## src/rtl/can_seq_pkg.sv

```systemverilog
package can_seq_pkg;

  typedef enum logic [1:0] {ST_GAP, ST_SEND, ST_RSTWAIT, ST_IDLE} seq_state_t;
  typedef enum logic [1:0] {PH_INIT, PH_LOAD, PH_RTS, PH_DONE} seq_phase_t;

  localparam int INIT_LEN = 18;
  localparam logic [7:0] OP_LOAD_TXB0 = 8'h40;
  localparam logic [7:0] OP_RTS_TXB0  = 8'h81;

  // Start-up script entry: {last byte of frame, byte}
  function automatic logic [8:0] init_entry(input logic [4:0] idx, input logic [7:0] presc);
    logic [8:0] e;
    case (idx)
      5'd0:  e = {1'b1, 8'hC0};
      5'd1:  e = {1'b0, 8'hB0};
      5'd2:  e = {1'b1, 8'hFF};
      5'd3:  e = {1'b0, 8'h02};
      5'd4:  e = {1'b0, 8'h2F};
      5'd5:  e = {1'b1, 8'h80};
      5'd6:  e = {1'b0, 8'h02};
      5'd7:  e = {1'b0, 8'h28};
      5'd8:  e = {1'b0, 8'h01};
      5'd9:  e = {1'b0, 8'h81};
      5'd10: e = {1'b0, presc};
      5'd11: e = {1'b1, 8'hA7};
      5'd12: e = {1'b0, 8'h02};
      5'd13: e = {1'b0, 8'h70};
      5'd14: e = {1'b1, 8'h60};
      5'd15: e = {1'b0, 8'h02};
      5'd16: e = {1'b0, 8'h2F};
      5'd17: e = {1'b1, 8'h00};
      default: e = {1'b1, 8'h00};
    endcase
    return e;
  endfunction

endpackage

```

## src/rtl/can_seq_timer.sv

```systemverilog
module can_seq_timer #(
  parameter int W = 8,
  parameter int unsigned RST_VAL = 1
) (
  input  logic         clk,
  input  logic         rst,
  input  logic         load,
  input  logic [W-1:0] load_val,
  output logic         expired
);
  logic [W-1:0] count_q;

  always_ff @(posedge clk) begin
    if (rst)                count_q <= W'(RST_VAL);
    else if (load)          count_q <= load_val;
    else if (count_q != '0) count_q <= count_q - 1'b1;
  end

  assign expired = (count_q == '0);
endmodule

```

## src/rtl/can_seq_txbuf.sv

```systemverilog
module can_seq_txbuf #(
  parameter int MAX_DATA = 8,
  parameter int LEN_W = 4,
  parameter int SEL_W = 5
) (
  input  logic                  clk,
  input  logic                  capture,
  input  logic [31:0]           id,
  input  logic [LEN_W-1:0]      len,
  input  logic [8*MAX_DATA-1:0] data,
  input  logic [SEL_W-1:0]      sel,
  output logic [7:0]            byte_o,
  output logic                  last_o
);
  import can_seq_pkg::*;

  localparam int NB = 6 + MAX_DATA;

  wire  [8*NB-1:0] frame_nxt;
  logic [8*NB-1:0] frame_q;
  logic [7:0]      len_c;
  logic [7:0]      len_q;

  always_comb begin
    if (int'(len) > MAX_DATA) len_c = 8'(MAX_DATA);
    else                      len_c = 8'(len);
  end

  assign frame_nxt[7:0]   = OP_LOAD_TXB0;
  assign frame_nxt[15:8]  = id[31:24];
  assign frame_nxt[23:16] = id[23:16];
  assign frame_nxt[31:24] = id[15:8];
  assign frame_nxt[39:32] = id[7:0];
  assign frame_nxt[47:40] = len_c;

  for (genvar k = 0; k < MAX_DATA; k++) begin : g_data
    assign frame_nxt[8*(6+k) +: 8] = data[8*k +: 8];
  end

  always_ff @(posedge clk) begin
    if (capture) begin
      frame_q <= frame_nxt;
      len_q   <= len_c;
    end
  end

  assign byte_o = frame_q[8*int'(sel) +: 8];
  assign last_o = (int'(sel) == 5 + int'(len_q));
endmodule

```

## src/rtl/can_spi_seq.sv

```systemverilog
module can_spi_seq #(
  parameter int unsigned RESET_WAIT_CYCLES = 625000,
  parameter int unsigned CS_GAP_CYCLES     = 16,
  parameter int          MAX_DATA          = 8,
  parameter bit          XTAL_8MHZ         = 1'b0
) (
  input  logic                  clk,
  input  logic                  rst,
  input  logic                  tx_valid,
  output logic                  tx_ready,
  input  logic [31:0]           tx_id,
  input  logic [3:0]            tx_len,
  input  logic [8*MAX_DATA-1:0] tx_data,
  output logic                  spi_cs_n,
  output logic                  spi_req,
  output logic [7:0]            spi_byte,
  input  logic                  spi_ack,
  input  logic [7:0]            spi_rx,
  output logic [7:0]            status_byte
);
  import can_seq_pkg::*;

  localparam logic [7:0]  PRESC = XTAL_8MHZ ? 8'h05 : 8'h0B;
  localparam int unsigned TMAX  = (RESET_WAIT_CYCLES > CS_GAP_CYCLES) ? RESET_WAIT_CYCLES : CS_GAP_CYCLES;
  localparam int          TW    = $clog2(TMAX + 1);
  localparam int          NB    = 6 + MAX_DATA;
  localparam int          IW    = 5;

  seq_state_t state_q;
  seq_phase_t phase_q;
  logic [IW-1:0] idx_q;
  logic          req_q, cs_q, ready_q;
  logic [7:0]    byte_q, stat_q;

  logic          t_load, t_exp;
  logic [TW-1:0] t_val;
  logic [7:0]    cur_byte, tb_byte;
  logic          cur_last, tb_last;
  logic          take, byte_done, frame_end;
  logic [8:0]    ie;

  assign take      = (state_q == ST_IDLE) && tx_valid;
  assign byte_done = (state_q == ST_SEND) && req_q && spi_ack;
  assign frame_end = byte_done && cur_last;

  can_seq_txbuf #(.MAX_DATA(MAX_DATA), .LEN_W(4), .SEL_W(IW)) u_txbuf (
    .clk(clk), .capture(take), .id(tx_id), .len(tx_len), .data(tx_data),
    .sel(idx_q), .byte_o(tb_byte), .last_o(tb_last)
  );

  can_seq_timer #(.W(TW), .RST_VAL(CS_GAP_CYCLES)) u_timer (
    .clk(clk), .rst(rst), .load(t_load), .load_val(t_val), .expired(t_exp)
  );

  always_comb begin
    ie = init_entry(idx_q, PRESC);
    case (phase_q)
      PH_INIT: begin cur_byte = ie[7:0];     cur_last = ie[8];   end
      PH_LOAD: begin cur_byte = tb_byte;     cur_last = tb_last; end
      PH_RTS:  begin cur_byte = OP_RTS_TXB0; cur_last = 1'b1;    end
      default: begin cur_byte = 8'h00;       cur_last = 1'b1;    end
    endcase
  end

  // One interval timer serves both the post-reset wait and the chip-select gap
  always_comb begin
    t_load = 1'b0;
    t_val  = TW'(CS_GAP_CYCLES);
    if (frame_end) begin
      t_load = 1'b1;
      if (phase_q == PH_INIT && idx_q == '0) t_val = TW'(RESET_WAIT_CYCLES);
    end else if (state_q == ST_RSTWAIT && t_exp) begin
      t_load = 1'b1;
    end
  end

  always_ff @(posedge clk) begin
    if (rst) begin
      state_q <= ST_GAP;
      phase_q <= PH_INIT;
      idx_q   <= '0;
      req_q   <= 1'b0;
      cs_q    <= 1'b1;
      ready_q <= 1'b0;
      byte_q  <= 8'h00;
      stat_q  <= 8'h00;
    end else begin
      case (state_q)
        ST_GAP: begin
          if (t_exp) begin
            if (phase_q == PH_DONE) begin
              state_q <= ST_IDLE;
              ready_q <= 1'b1;
            end else begin
              state_q <= ST_SEND;
              cs_q    <= 1'b0;
            end
          end
        end
        ST_RSTWAIT: begin
          if (t_exp) state_q <= ST_GAP;
        end
        ST_IDLE: begin
          if (tx_valid) begin
            ready_q <= 1'b0;
            phase_q <= PH_LOAD;
            idx_q   <= '0;
            state_q <= ST_SEND;
            cs_q    <= 1'b0;
          end
        end
        default: begin
          if (!req_q) begin
            req_q  <= 1'b1;
            byte_q <= cur_byte;
          end else if (spi_ack) begin
            req_q <= 1'b0;
            if (phase_q == PH_INIT && idx_q == IW'(2)) stat_q <= spi_rx;
            if (cur_last) begin
              cs_q    <= 1'b1;
              state_q <= ST_GAP;
              idx_q   <= '0;
              case (phase_q)
                PH_INIT: begin
                  if (idx_q == '0) state_q <= ST_RSTWAIT;
                  if (idx_q == IW'(INIT_LEN - 1)) phase_q <= PH_DONE;
                  else idx_q <= idx_q + 1'b1;
                end
                PH_LOAD: phase_q <= PH_RTS;
                default: phase_q <= PH_DONE;
              endcase
            end else begin
              idx_q <= idx_q + 1'b1;
            end
          end
        end
      endcase
    end
  end

  assign tx_ready    = ready_q;
  assign spi_cs_n    = cs_q;
  assign spi_req     = req_q;
  assign spi_byte    = byte_q;
  assign status_byte = stat_q;

  if (NB > (1 << IW)) begin : g_bad_cfg
    initial $error("MAX_DATA too large for index width");
  end
endmodule

```

## config.mk

```make
export PLATFORM = sky130hd
export DESIGN_NAME = can_spi_seq
export DESIGN_NICKNAME = d
export VERILOG_FILES = /design/src/rtl/can_seq_pkg.sv /design/src/rtl/can_seq_timer.sv /design/src/rtl/can_seq_txbuf.sv /design/src/rtl/can_spi_seq.sv
export SDC_FILE = /design/constraint.sdc
export NUM_CORES = 1
export LEC_CHECK = 0
export ABC_AREA = 1
export BUFFER_PORTS_ARGS = -buffer_cell sky130_fd_sc_hd__buf_2
export CORE_ASPECT_RATIO = 0.5
export CORE_MARGIN = 5
export CORE_UTILIZATION = 47
export CTS_CLUSTER_DIAMETER = 40
export CTS_CLUSTER_SIZE = 30
export DETAILED_ROUTE_END_ITERATION = 12
export PLACE_DENSITY = 0.65
export SLEW_MARGIN = 20
export SYNTH_ARGS = -nofsm -noshare
export SYNTH_HDL_FRONTEND = slang
export SYNTH_SLANG_ARGS = --single-unit
export TNS_END_PERCENT = 50
```

## constraint.sdc

```tcl
create_clock -name clk -period 3.6 [get_ports clk]
set_input_delay 0.18 -clock clk [delete_from_list [all_inputs] [get_ports clk]]
set_output_delay 0.18 -clock clk [all_outputs]
set_load 0.1 [all_outputs]
```

==> results.cfg <==
[place]
io_buffers = 130
dpl.hpwl_microns = 12900
place_inst = 1070
gp_congestion = 0.864

[timing]
min_period_ns = 2.82
finalMaxSlewViolations = 0
slew_headroom = 0.573
finalHoldViolations = 0
clock.fmax_mhz = 354
grt_setup_unrepaired = no
min_period_over_period = 0.784
worstMarginPinSlew_ns = 0.639
setup_viol = 0
fin_tns_setup_ns = 0
skew_ns = 0.0109
hold_slack_ns = 0.0269

[drt]
vias_per_cell = 5.16
wl_met2_microns = 9680
top_layer_used = met4
wl_microns = 19900
wl_met1_microns = 8740
wl_met3_microns = 1260
drc = 0
detail-route-antenna-nets = 0
drt_iter0_drc = 439
wl_per_cell_microns = 16.5
dr.pass1.iters = 5
vias = 6209

[worst_setup_path]
cpLargestDelayFamily = simple AND/OR/NAND/NOR gates
path_cells = inv_1, ha_1, nor2_2, nand2_4, nor2_4, inv_2, a21oi_1, nand2_2, nand2_4, nor2_2, inv_1, ha_1, inv_1, nand4_1, nand2_1, nand2_1, nand2_1, nand2_1, nand2_1
cp_data_required_time_ns = 3.97
cpPeakStageDelay_ns = 0.40
cp_max_fo = 11
path_common_cell = nand2_1
slowest_stage = dfxtp_1
criticalPathCategory = flip-flop to flip-flop
arrival_ns = 3.19
critPathLaunchType = flip-flop
endpoint_kind = flip-flop
path_buf_inv = 4

[global_route]
grt_usage = 0.222
first_global_vias = 6091
gr-total-overflow = 0
grt_max_degree = 101
antenna_found_initial = 0
grt_pass1_wl_microns = 31200

[logic_synthesis]
synth_edf_count = 100
ys_ff_latch = 157
synth_nets = 882
synth_top_area_cell = edfxtp_1
synthesis.area_sq_um = 7150
syn_inst = 754
ys_seq_area_frac = 0.579
yosys-top-cells-area = edfxtp_1, dfxtp_1, nand2_1
yosys_warnings = 0
postSynth.asyncResetShare = 0
synth.distinct_cells = 48
syn_area_per_cell_sq_um = 9.49
synth_top_area_share = 0.420
synth_flop_cell = edfxtp_1

[clock_network]
cts.path.max_buffers = 2
clk_pin_slew_ns = 0.07
postCtsSetupBuffers = 0
cts_max_level = 4
clock_latency_ns = 0.43
post_cts_resized = 0
holdBufCountCts = 102
cts_tree = done
cts_buffers = 17
clockRootBuffer = clkbuf_16
cts_sinks = 157

[final_layout]
area_delta_synth_final_pct = 34.3
final_cell_mix = nand2_1, buf_2, nor2_1
fillers = 1158
seq_area_sq_um = 4140
finalNonFillerCells = 1204
multi_input_comb_area_sq_um = 2640
drive_gt1_frac = 0.206
final_common_cell = nand2_1
fin_nets = 1121
diodes = 0

[pwr]
leakage_nw = 4.01
powerDensity_nw_per_um2 = 544
ir_drop_mv = 0.337

[flow_run]
drv_cap = 0

[floorplanning]
rows = 31
initial_utilization = 0.487
io_pins = 131
core_area_sq_um = 14700
die_h_microns = 97.2
die_w_microns = 184
fp.dieArea_sq_um = 17900

[min_path]
hp-class = primary input to flip-flop

[outcome]
status = complete, no violations
==> metal layers <==
metal / GRT usage / vias to the layer above
li1: - / 3067
met1: 0.291 / 2897
met2: 0.369 / 222
met3: 0.0535 / 23
met4: 0.0613 / 0
met5: 0 / -
==> sequential cells by signal, summed over array words and instances, names as in the netlist <==
name / flops
status_byte: 8
u_txbuf.len_q: 3
spi_req: 1
spi_cs_n: 1
tx_ready: 1
state_q: 2
u_txbuf.frame_q: 97
phase_q: 2
idx_q: 5
u_timer.count_q: 20
ie: 9
spi_byte: 8
==> final cells by class <==
type | count | area share
clock buffers | 19 | 0.0451
clock inverters | 13 | 0.0137
inverters | 65 | 0.0266
multi-input cells | 510 | 0.274
flip-flops and latches | 157 | 0.431
well taps | 198 | 0.0258
repair buffers | 242 | 0.183
==> cell families (layout without fill, tap and decap cells) <==
kind of cell | after synthesis | in the layout | share of synthesized area
buf+inv | 87 | 339 | 0.0525
fa+ha+maj | 16 | 16 | 0.0280
xor+xnor | 15 | 15 | 0.0194
compound gates | 155 | 155 | 0.120
simple gates | 324 | 324 | 0.201
flops | 157 | 157 | 0.579
==> path summary, 6_finish.rpt <==
check                                 from             end  slack (ns)  cells past startpoint
worst min register to register    tx_ready        tx_ready        0.45                      2
worst max register to register  state_q[0]           ie[5]        0.78                     19
worst min-delay path             spi_rx[3]  status_byte[3]        0.03                      3
worst max-delay path            state_q[0]           ie[5]        0.78                     19
==> per-stage QoR <==
stage                     setup WS [ns]   util  cell area, sq um  total power [mW]
final                             0.778  0.653              9610              5.22
after global routing              0.461  0.653              9610              5.46
after CTS                         0.818  0.653              9610              5.24
after detailed placement          0.844  0.546              8020              3.40
after global placement            0.916  0.546              8020              3.39
after floorplan                   0.542      -              7150              3.10
==> cells in the mapped netlist (5+ instances only) <==
| master | count |
|---|---|
| o21ai_0 | 77 |
| dfxtp_1 | 57 |
| inv_1 | 53 |
| a21oi_1 | 45 |
| nand3_1 | 21 |
| a31oi_1 | 6 |
| o221ai_1 | 5 |
| ha_1 | 16 |
| inv_2 | 8 |
| nand2_1 | 139 |
| a22oi_1 | 7 |
| xor2_1 | 11 |
| nor2_1 | 116 |
| edfxtp_1 | 100 |
| nor3_1 | 5 |
| clkbuf_1 | 13 |
| nand4_1 | 12 |
==> worst register-to-register path, cell delays in order, from the launching register on <==
cell and delay, ns:
dfxtp_1 0.40, inv_1 0.11, ha_1 0.27, nor2_2 0.24
nand2_4 0.08, nor2_4 0.18, inv_2 0.04, a21oi_1 0.18
nand2_2 0.23, nand2_4 0.15, nor2_2 0.07, inv_1 0.10
ha_1 0.25, inv_1 0.06, nand4_1 0.11, nand2_1 0.10
nand2_1 0.05, nand2_1 0.06, nand2_1 0.04, nand2_1 0.04
==> where the power goes <==
part	internal (mW)	switching, mW
logic	0.444	0.846
clock network	0.970	0.783
registers	2.06	0.114
Note: power is estimated with default switching activity, not from simulation.
